### src/rtl/i2cfb_pkg.sv
`timescale 1ns/1ps
package i2cfb_pkg;
  localparam int unsigned BYTE_W = 8;
  localparam int unsigned THR_W  = 6;

  // configuration word bit placement
  localparam int unsigned RX_DMA_B   = 15;
  localparam int unsigned RX_CLR_B   = 14;
  localparam int unsigned RX_THR_LSB = 8;
  localparam int unsigned TX_DMA_B   = 7;
  localparam int unsigned TX_CLR_B   = 6;
  localparam int unsigned TX_THR_LSB = 0;

  // event slots
  localparam int unsigned EV_TX_RDY = 0;
  localparam int unsigned EV_TX_DRN = 1;
  localparam int unsigned EV_RX_RDY = 2;
  localparam int unsigned EV_RX_DRN = 3;
  localparam int unsigned N_EV      = 4;

  typedef struct packed {
    logic             rx_dma;
    logic [THR_W-1:0] rx_thr_m1;
    logic             tx_dma;
    logic [THR_W-1:0] tx_thr_m1;
  } buf_cfg_t;
endpackage

### src/rtl/i2cfb_fifo.sv
`timescale 1ns/1ps
module i2cfb_fifo #(
  parameter int unsigned DEPTH = 16,
  parameter int unsigned W     = 8
) (
  input  logic                     clk,
  input  logic                     rst_n,
  input  logic                     flush,
  input  logic                     push,
  input  logic [W-1:0]             wdata,
  input  logic                     pop,
  output logic [W-1:0]             rdata,
  output logic [$clog2(DEPTH):0]   level
);
  localparam int unsigned PTR_W = $clog2(DEPTH);
  localparam int unsigned LVL_W = PTR_W + 1;

  logic [W-1:0]     mem_q [DEPTH];
  logic [PTR_W-1:0] wptr_q, wptr_d, rptr_q, rptr_d;
  logic [LVL_W-1:0] lvl_q, lvl_d;
  logic             full, empty, push_ok, pop_ok;

  assign full    = (lvl_q == LVL_W'(DEPTH));
  assign empty   = (lvl_q == '0);
  assign push_ok = push & ~full & ~flush;
  assign pop_ok  = pop & ~empty & ~flush;

  always_comb begin
    wptr_d = wptr_q;
    rptr_d = rptr_q;
    lvl_d  = lvl_q;
    if (flush) begin
      wptr_d = '0;
      rptr_d = '0;
      lvl_d  = '0;
    end else begin
      if (push_ok) wptr_d = wptr_q + PTR_W'(1);
      if (pop_ok)  rptr_d = rptr_q + PTR_W'(1);
      lvl_d = lvl_q + LVL_W'(push_ok) - LVL_W'(pop_ok);
    end
  end

  always_ff @(posedge clk or negedge rst_n) begin
    if (!rst_n) begin
      wptr_q <= '0;
      rptr_q <= '0;
      lvl_q  <= '0;
    end else begin
      wptr_q <= wptr_d;
      rptr_q <= rptr_d;
      lvl_q  <= lvl_d;
    end
  end

  // storage array: written only on an accepted push, no reset needed
  always_ff @(posedge clk) begin
    if (push_ok) mem_q[wptr_q] <= wdata;
  end

  assign rdata = mem_q[rptr_q];
  assign level = lvl_q;
endmodule

### src/rtl/i2cfb_cfg.sv
`timescale 1ns/1ps
module i2cfb_cfg
  import i2cfb_pkg::*;
(
  input  logic        clk,
  input  logic        rst_n,
  input  logic        cfg_wr,
  input  logic [15:0] cfg_wdata,
  output buf_cfg_t    cfg_q,
  output logic        tx_flush,
  output logic        rx_flush,
  output logic [15:0] cfg_rdata
);
  buf_cfg_t cfg_d;

  always_comb begin
    cfg_d.rx_dma    = cfg_wdata[RX_DMA_B];
    cfg_d.rx_thr_m1 = cfg_wdata[RX_THR_LSB +: THR_W];
    cfg_d.tx_dma    = cfg_wdata[TX_DMA_B];
    cfg_d.tx_thr_m1 = cfg_wdata[TX_THR_LSB +: THR_W];
  end

  always_ff @(posedge clk or negedge rst_n) begin
    if (!rst_n) begin
      cfg_q <= '0;
    end else if (cfg_wr) begin
      cfg_q <= cfg_d;
    end
  end

  // flush strobes act in the write cycle and are never stored
  assign tx_flush = cfg_wr & cfg_wdata[TX_CLR_B];
  assign rx_flush = cfg_wr & cfg_wdata[RX_CLR_B];

  always_comb begin
    cfg_rdata                          = '0;
    cfg_rdata[RX_DMA_B]                = cfg_q.rx_dma;
    cfg_rdata[RX_THR_LSB +: THR_W]     = cfg_q.rx_thr_m1;
    cfg_rdata[TX_DMA_B]                = cfg_q.tx_dma;
    cfg_rdata[TX_THR_LSB +: THR_W]     = cfg_q.tx_thr_m1;
  end
endmodule

### src/rtl/i2cfb_evt.sv
`timescale 1ns/1ps
module i2cfb_evt (
  input  logic clk,
  input  logic rst_n,
  input  logic cond,
  input  logic rearm,
  output logic pulse
);
  logic armed_q, armed_d, pulse_q, pulse_d, fire;

  assign fire = cond & armed_q;

  always_comb begin
    pulse_d = fire;
    armed_d = rearm | (armed_q & ~fire);
  end

  always_ff @(posedge clk or negedge rst_n) begin
    if (!rst_n) begin
      armed_q <= 1'b1;
      pulse_q <= 1'b0;
    end else begin
      armed_q <= armed_d;
      pulse_q <= pulse_d;
    end
  end

  assign pulse = pulse_q;
endmodule

### src/rtl/i2c_thresh_buf.sv
`timescale 1ns/1ps
module i2c_thresh_buf
  import i2cfb_pkg::*;
#(
  parameter int unsigned SIZE_CODE = 1,
  parameter int unsigned CNT_W     = 16
) (
  input  logic             clk,
  input  logic             rst_n,
  input  logic             cfg_wr,
  input  logic [15:0]      cfg_wdata,
  output logic [15:0]      cfg_rdata,
  output logic [15:0]      stat_rdata,
  input  logic             dat_wr,
  input  logic [7:0]       dat_wdata,
  input  logic             dat_rd,
  output logic [7:0]       dat_rdata,
  input  logic             eng_tx_take,
  output logic [7:0]       eng_tx_data,
  input  logic             eng_rx_put,
  input  logic [7:0]       eng_rx_data,
  input  logic [CNT_W-1:0] remain_cnt,
  output logic             ev_tx_rdy,
  output logic             ev_tx_drn,
  output logic             ev_rx_rdy,
  output logic             ev_rx_drn,
  output logic             ev_tx_udf,
  output logic             ev_rx_ovr
);
  localparam int unsigned DEPTH = 8 << SIZE_CODE;
  localparam int unsigned LVL_W = $clog2(DEPTH) + 1;
  localparam int unsigned CMP_W = ((CNT_W > THR_W + 1) ? CNT_W : THR_W + 1) + 1;

  // configuration
  buf_cfg_t cfg_q;
  logic     tx_flush, rx_flush;

  i2cfb_cfg u_cfg (
    .clk       (clk),
    .rst_n     (rst_n),
    .cfg_wr    (cfg_wr),
    .cfg_wdata (cfg_wdata),
    .cfg_q     (cfg_q),
    .tx_flush  (tx_flush),
    .rx_flush  (rx_flush),
    .cfg_rdata (cfg_rdata)
  );

  // byte queues
  logic [LVL_W-1:0] tx_lvl, rx_lvl;

  i2cfb_fifo #(.DEPTH(DEPTH), .W(BYTE_W)) u_txq (
    .clk   (clk),
    .rst_n (rst_n),
    .flush (tx_flush),
    .push  (dat_wr),
    .wdata (dat_wdata),
    .pop   (eng_tx_take),
    .rdata (eng_tx_data),
    .level (tx_lvl)
  );

  i2cfb_fifo #(.DEPTH(DEPTH), .W(BYTE_W)) u_rxq (
    .clk   (clk),
    .rst_n (rst_n),
    .flush (rx_flush),
    .push  (eng_rx_put),
    .wdata (eng_rx_data),
    .pop   (dat_rd),
    .rdata (dat_rdata),
    .level (rx_lvl)
  );

  logic tx_empty, rx_full;
  assign tx_empty = (tx_lvl == '0);
  assign rx_full  = (rx_lvl == LVL_W'(DEPTH));

  // compare operands, all widened to one common width
  logic [CMP_W-1:0] rem_w, tx_thr_w, rx_thr_w, tx_free_w, rx_lvl_w;
  logic             rem_nz;

  assign rem_w     = CMP_W'(remain_cnt);
  assign tx_thr_w  = CMP_W'(cfg_q.tx_thr_m1) + CMP_W'(1);
  assign rx_thr_w  = CMP_W'(cfg_q.rx_thr_m1) + CMP_W'(1);
  assign tx_free_w = CMP_W'(DEPTH) - CMP_W'(tx_lvl);
  assign rx_lvl_w  = CMP_W'(rx_lvl);
  assign rem_nz    = (rem_w != '0);

  logic [N_EV-1:0] ev_cond, ev_rearm, ev_pulse;

  always_comb begin
    ev_cond[EV_TX_RDY] = (rem_w >= tx_thr_w) && (tx_free_w >= tx_thr_w);
    ev_cond[EV_TX_DRN] = rem_nz && (rem_w < tx_thr_w) && (tx_free_w >= rem_w);
    ev_cond[EV_RX_RDY] = (rx_lvl_w >= rx_thr_w) && (rem_w >= rx_thr_w);
    ev_cond[EV_RX_DRN] = rem_nz && (rem_w < rx_thr_w) && (rx_lvl_w >= rem_w);
    ev_rearm[EV_TX_RDY] = dat_wr | tx_flush;
    ev_rearm[EV_TX_DRN] = dat_wr | tx_flush;
    ev_rearm[EV_RX_RDY] = dat_rd | rx_flush;
    ev_rearm[EV_RX_DRN] = dat_rd | rx_flush;
  end

  for (genvar g = 0; g < N_EV; g++) begin : g_ev
    i2cfb_evt u_evt (
      .clk   (clk),
      .rst_n (rst_n),
      .cond  (ev_cond[g]),
      .rearm (ev_rearm[g]),
      .pulse (ev_pulse[g])
    );
  end

  assign ev_tx_rdy = ev_pulse[EV_TX_RDY];
  assign ev_tx_drn = ev_pulse[EV_TX_DRN];
  assign ev_rx_rdy = ev_pulse[EV_RX_RDY];
  assign ev_rx_drn = ev_pulse[EV_RX_DRN];

  // error pulses
  logic udf_d, udf_q, ovr_d, ovr_q;
  assign udf_d = eng_tx_take & tx_empty;
  assign ovr_d = eng_rx_put & rx_full;

  always_ff @(posedge clk or negedge rst_n) begin
    if (!rst_n) begin
      udf_q <= 1'b0;
      ovr_q <= 1'b0;
    end else begin
      udf_q <= udf_d;
      ovr_q <= ovr_d;
    end
  end

  assign ev_tx_udf = udf_q;
  assign ev_rx_ovr = ovr_q;

  assign stat_rdata = {2'(SIZE_CODE), 6'(rx_lvl), 2'b00, 6'(tx_lvl)};
endmodule

### config.mk
export PLATFORM = sky130hd
export DESIGN_NAME = i2c_thresh_buf
export DESIGN_NICKNAME = d
export VERILOG_FILES = /design/src/rtl/i2cfb_pkg.sv /design/src/rtl/i2cfb_fifo.sv /design/src/rtl/i2cfb_cfg.sv /design/src/rtl/i2cfb_evt.sv /design/src/rtl/i2c_thresh_buf.sv
export SDC_FILE = /design/constraint.sdc
export NUM_CORES = 1
export LEC_CHECK = 0
export CORE_ASPECT_RATIO = 1.4
export CORE_MARGIN = 2
export CORE_UTILIZATION = 35
export CTS_BUF_LIST = sky130_fd_sc_hd__clkbuf_2
export DETAILED_ROUTE_END_ITERATION = 8
export REMOVE_ABC_BUFFERS = 1
export SLEW_MARGIN = 20
export SYNTH_ARGS = -nofsm -noshare
export SYNTH_HDL_FRONTEND = slang
export SYNTH_SLANG_ARGS = --single-unit
### constraint.sdc
create_clock -name clk -period 5.9 [get_ports clk]
set_input_delay 1.77 -clock clk [delete_from_list [all_inputs] [get_ports clk]]
set_output_delay 1.77 -clock clk [all_outputs]
set_load 0.005 [all_outputs]
==> metrics <==
detailed-route wire length 32.0 mm; Design Power 6.32 mW; vias in the first global route 8,205; Initial Utilization 0.355; number of enable flip-flop cells after synthesis 256; Post-CTS Resized 0; overflow left after global routing 0; Reg2Reg Setup Slack 2.53 ns; number of distinct library cells after synthesis 58; flip-flop and latch area 8950 sq um; First-pass DRT Iterations 7; critical path buffer and inverter count 1; most instantiated flip-flop cell in the synthesis netlist sky130_fd_sc_hd__edfxtp_1; biggest cell delay along the critical path 0.92 ns; total vias in the final route 7,795; cell-internal power 4.19 mW; clock root buffer sky130_fd_sc_hd__clkbuf_2; critical path required time 4.13 ns; Worst Hold Endpoint g_ev[3].u_evt.pulse; antenna violations before repair 4; part of the power in the clock network 0.211; Post-Synthesis Cells 855; wire length of the first global-routing pass 48.6 mm; Setup Fix Bufs, Post-CTS 0; TritonCTS sink count 306; Die ar. 40,700 sq um; Max-slew headroom 0.316; later-pin clock latency in the skew report 0.92 ns; Hold Path Cell Cnt 2; hold path startpoint g_ev[3].u_evt.armed_q; sequential share of the synthesized area 0.654; setup violators final 0; Antenna Violating Nets Remaining 0; overall fraction of global-route tracks in use 0.161; endpoint kind of the worst setup timing path output port; Worst Tran Pin Value 1.02 ns; depth of the most critical reg-to-reg path 13; mean cell area of the mapped netlist 16.0 sq um; Power Dens Cells 396 nW/um^2; nature of the critical path startpoint flop; largest fanout on the critical path 20; final-report max-slew violation count 0; final cell count without fillers 1,590; final critical-path share of the clock period 0.909; fill cell count 3,578; detail-routed net length per standard cell 20.1 um; area added between synthesis and finish 16.7%; share of cells above drive strength 1 0.199; Sw Ratio 0.336; combinational fraction of design power 0.341; shortest clock period the worst path allows after layout 5.36 ns; Reg-to-Reg Start u_rxq.level[3]; path type of the worst setup path flop to output port; met2 wire length 17.2 mm; worst-path cell with the longest stage delay sky130_fd_sc_hd__nor2b_1; worst endpoint data arrival time 3.59 ns; top library cells by usage in the layout, fill and taps aside sky130_fd_sc_hd__edfxtp_1 (256), sky130_fd_sc_hd__clkbuf_2 (102), sky130_fd_sc_hd__clkdlybuf4s50_1 (99), sky130_fd_sc_hd__ha_1 (71), sky130_fd_sc_hd__nor2_1 (67); commonest non-fill, non-tap cell in the layout sky130_fd_sc_hd__edfxtp_1; crit path cell chain nor2b_1 -> a221oi_1 -> a22oi_1 -> nand2_1 -> clkdlybuf4s50_1; final routed DRC violation total 0; Die Wd 171 um; die span in y 238 um; Async SR Flop Fraction 0.163; min setup slack post-route 0.539 ns; total area of multi-input combinational cells 4380 sq um; count of final hold-check violations 0; number of cells in the design after placement 1,465; sum of routed wire segments on met1 12.2 mm; result of the run finished clean; Buffers on Ports 100; net total in the final layout 1,144; CTS tree done; placeable core region 38,500 sq um; Pleak 5.84 nW; Max clock buf depth 3; worst setup slack after placement 1.36 ns; row count 85; number of maximum-capacitance violations 0; cts-stage hold buffer count 0; total of warnings raised by yosys 0; largest net degree at the start of global routing 51; final estimated routing congestion in global placement 0.824; maximum vdd ir drop 137 uV; total half-perimeter wirelength after legalization and detailed placement 22.0 mm; CTS clock-pin slew for the worst setup and hold paths 0.11 ns; P_sw 2.12 mW; class of the tightest hold or removal check flop to flop; post-synthesis sequential element count 306; number of levels the H-tree was split into 3; clock skew after layout 0.0542 ns; Cell Area, Synth 13,700 sq um; sequential group share of total power 0.447; met3 layer wire length in the routed design 1.44 mm; Fin Setup TNS 0 ns; capturing point of the worst reg2reg path u_rxq.level[4]; largest delay contributor family on the critical path simple AND/OR/NAND/NOR gates; Top Layer Used met5; number of DRC violations after detailed-routing iteration 0 463; clock buffer count from CTS 71; Vias/cell 4.90; unrepaired setup endpoints after global routing no; Min Hold Slack 0.484 ns; count of pins on the block boundary 109; peak clock frequency supported by timing 187 MHz
through the flow:
stage                      util  instance area, sq um
after floorplan               -                 13500
after global placement    0.398                 15300
after detailed placement  0.398                 15300
after CTS                 0.414                 15900
after global routing      0.414                 16000
final                     0.415                 16000
final cells by class:
type,instances,area share
Timing Repair Buffer,121,0.0731
Clock inverter,19,0.00698
Multi-Input combinational cell,468,0.275
Tap cell,522,0.0409
Antenna cell,4,0.000627
Clock buffer,102,0.0320
Inverter,48,0.0113
Sequential cell,306,0.561
power by group through the flow:
stage	Combinational [mW]	Clock (mW)	Sequential, mW
finish	2.16	1.33	2.82
global route	2.38	1.49	2.86
CTS	2.18	1.39	2.83
detailed placement	2.17	0	2.88
global placement	2.15	0	2.88
floorplan	1.31	0	2.85
tightest hold or removal path: cells and delay by family (launching register included):
family | cells | cell delay, ns
buf+inv | 1 | 0.04
flops | 1 | 0.39
simple gates | 1 | 0.04
cells in the mapped netlist, drive strengths merged (14+ instances only):
master | instances | area [sq um]
buf | 23 | 138
dfrtp | 46 | 1150
nand3 | 14 | 70.1
xnor2 | 16 | 140
clkbuf | 16 | 60.1
inv | 47 | 176
mux2i | 33 | 330
ha | 71 | 888
a221oi | 16 | 140
nor2 | 67 | 251
edfxtp | 256 | 7690
nand2 | 31 | 116
o21ai | 17 | 85.1
a21oi | 18 | 90.1
mux4 | 56 | 1260
flip-flops by register name (all words and copies together) (netlist names), 5 cells and up:
register,count
u_rxq.mem_q,128
u_txq.level,5
u_txq.mem_q,128
u_cfg.cfg_q,14
u_rxq.level,5
how the worst max path moves through the flow:
| stage | cells past startpoint | from | to | slack [ns] |
|---|---|---|---|---|
| 2_1_floorplan | 3 | u_rxq.rptr_q[0] | dat_rdata[0] | 1.39 |
| 3_3_place_gp | 13 | cfg_wr | u_txq.level[4] | 1.40 |
| 3_5_place_dp | 13 | cfg_wr | u_txq.level[4] | 1.36 |
| 4_1_cts | 4 | u_txq.rptr_q[0] | eng_tx_data[3] | 0.40 |
| 5_1_grt | 5 | u_rxq.rptr_q[1] | dat_rdata[0] | 0.27 |
| 6_report | 5 | u_rxq.rptr_q[1] | dat_rdata[4] | 0.54 |
kinds of logic after synthesis:
logic type	share of synthesized area
AO/OA/AOI/OAI	0.0447
XOR/XNOR	0.0179
adder cells (fa/ha/maj)	0.0679
buffers and inverters	0.0276
flip-flops	0.654
multiplexers	0.126
other	0.000549
AND/OR/NAND/NOR	0.0614
metal layers:
layer | GRT usage | vias up
met4 | 0.0817 | 4
li1 | - | 3634
met5 | 0 | -
met3 | 0.0353 | 66
met2 | 0.289 | 201
met1 | 0.177 | 3890
Note: power is estimated with default switching activity, not from simulation.
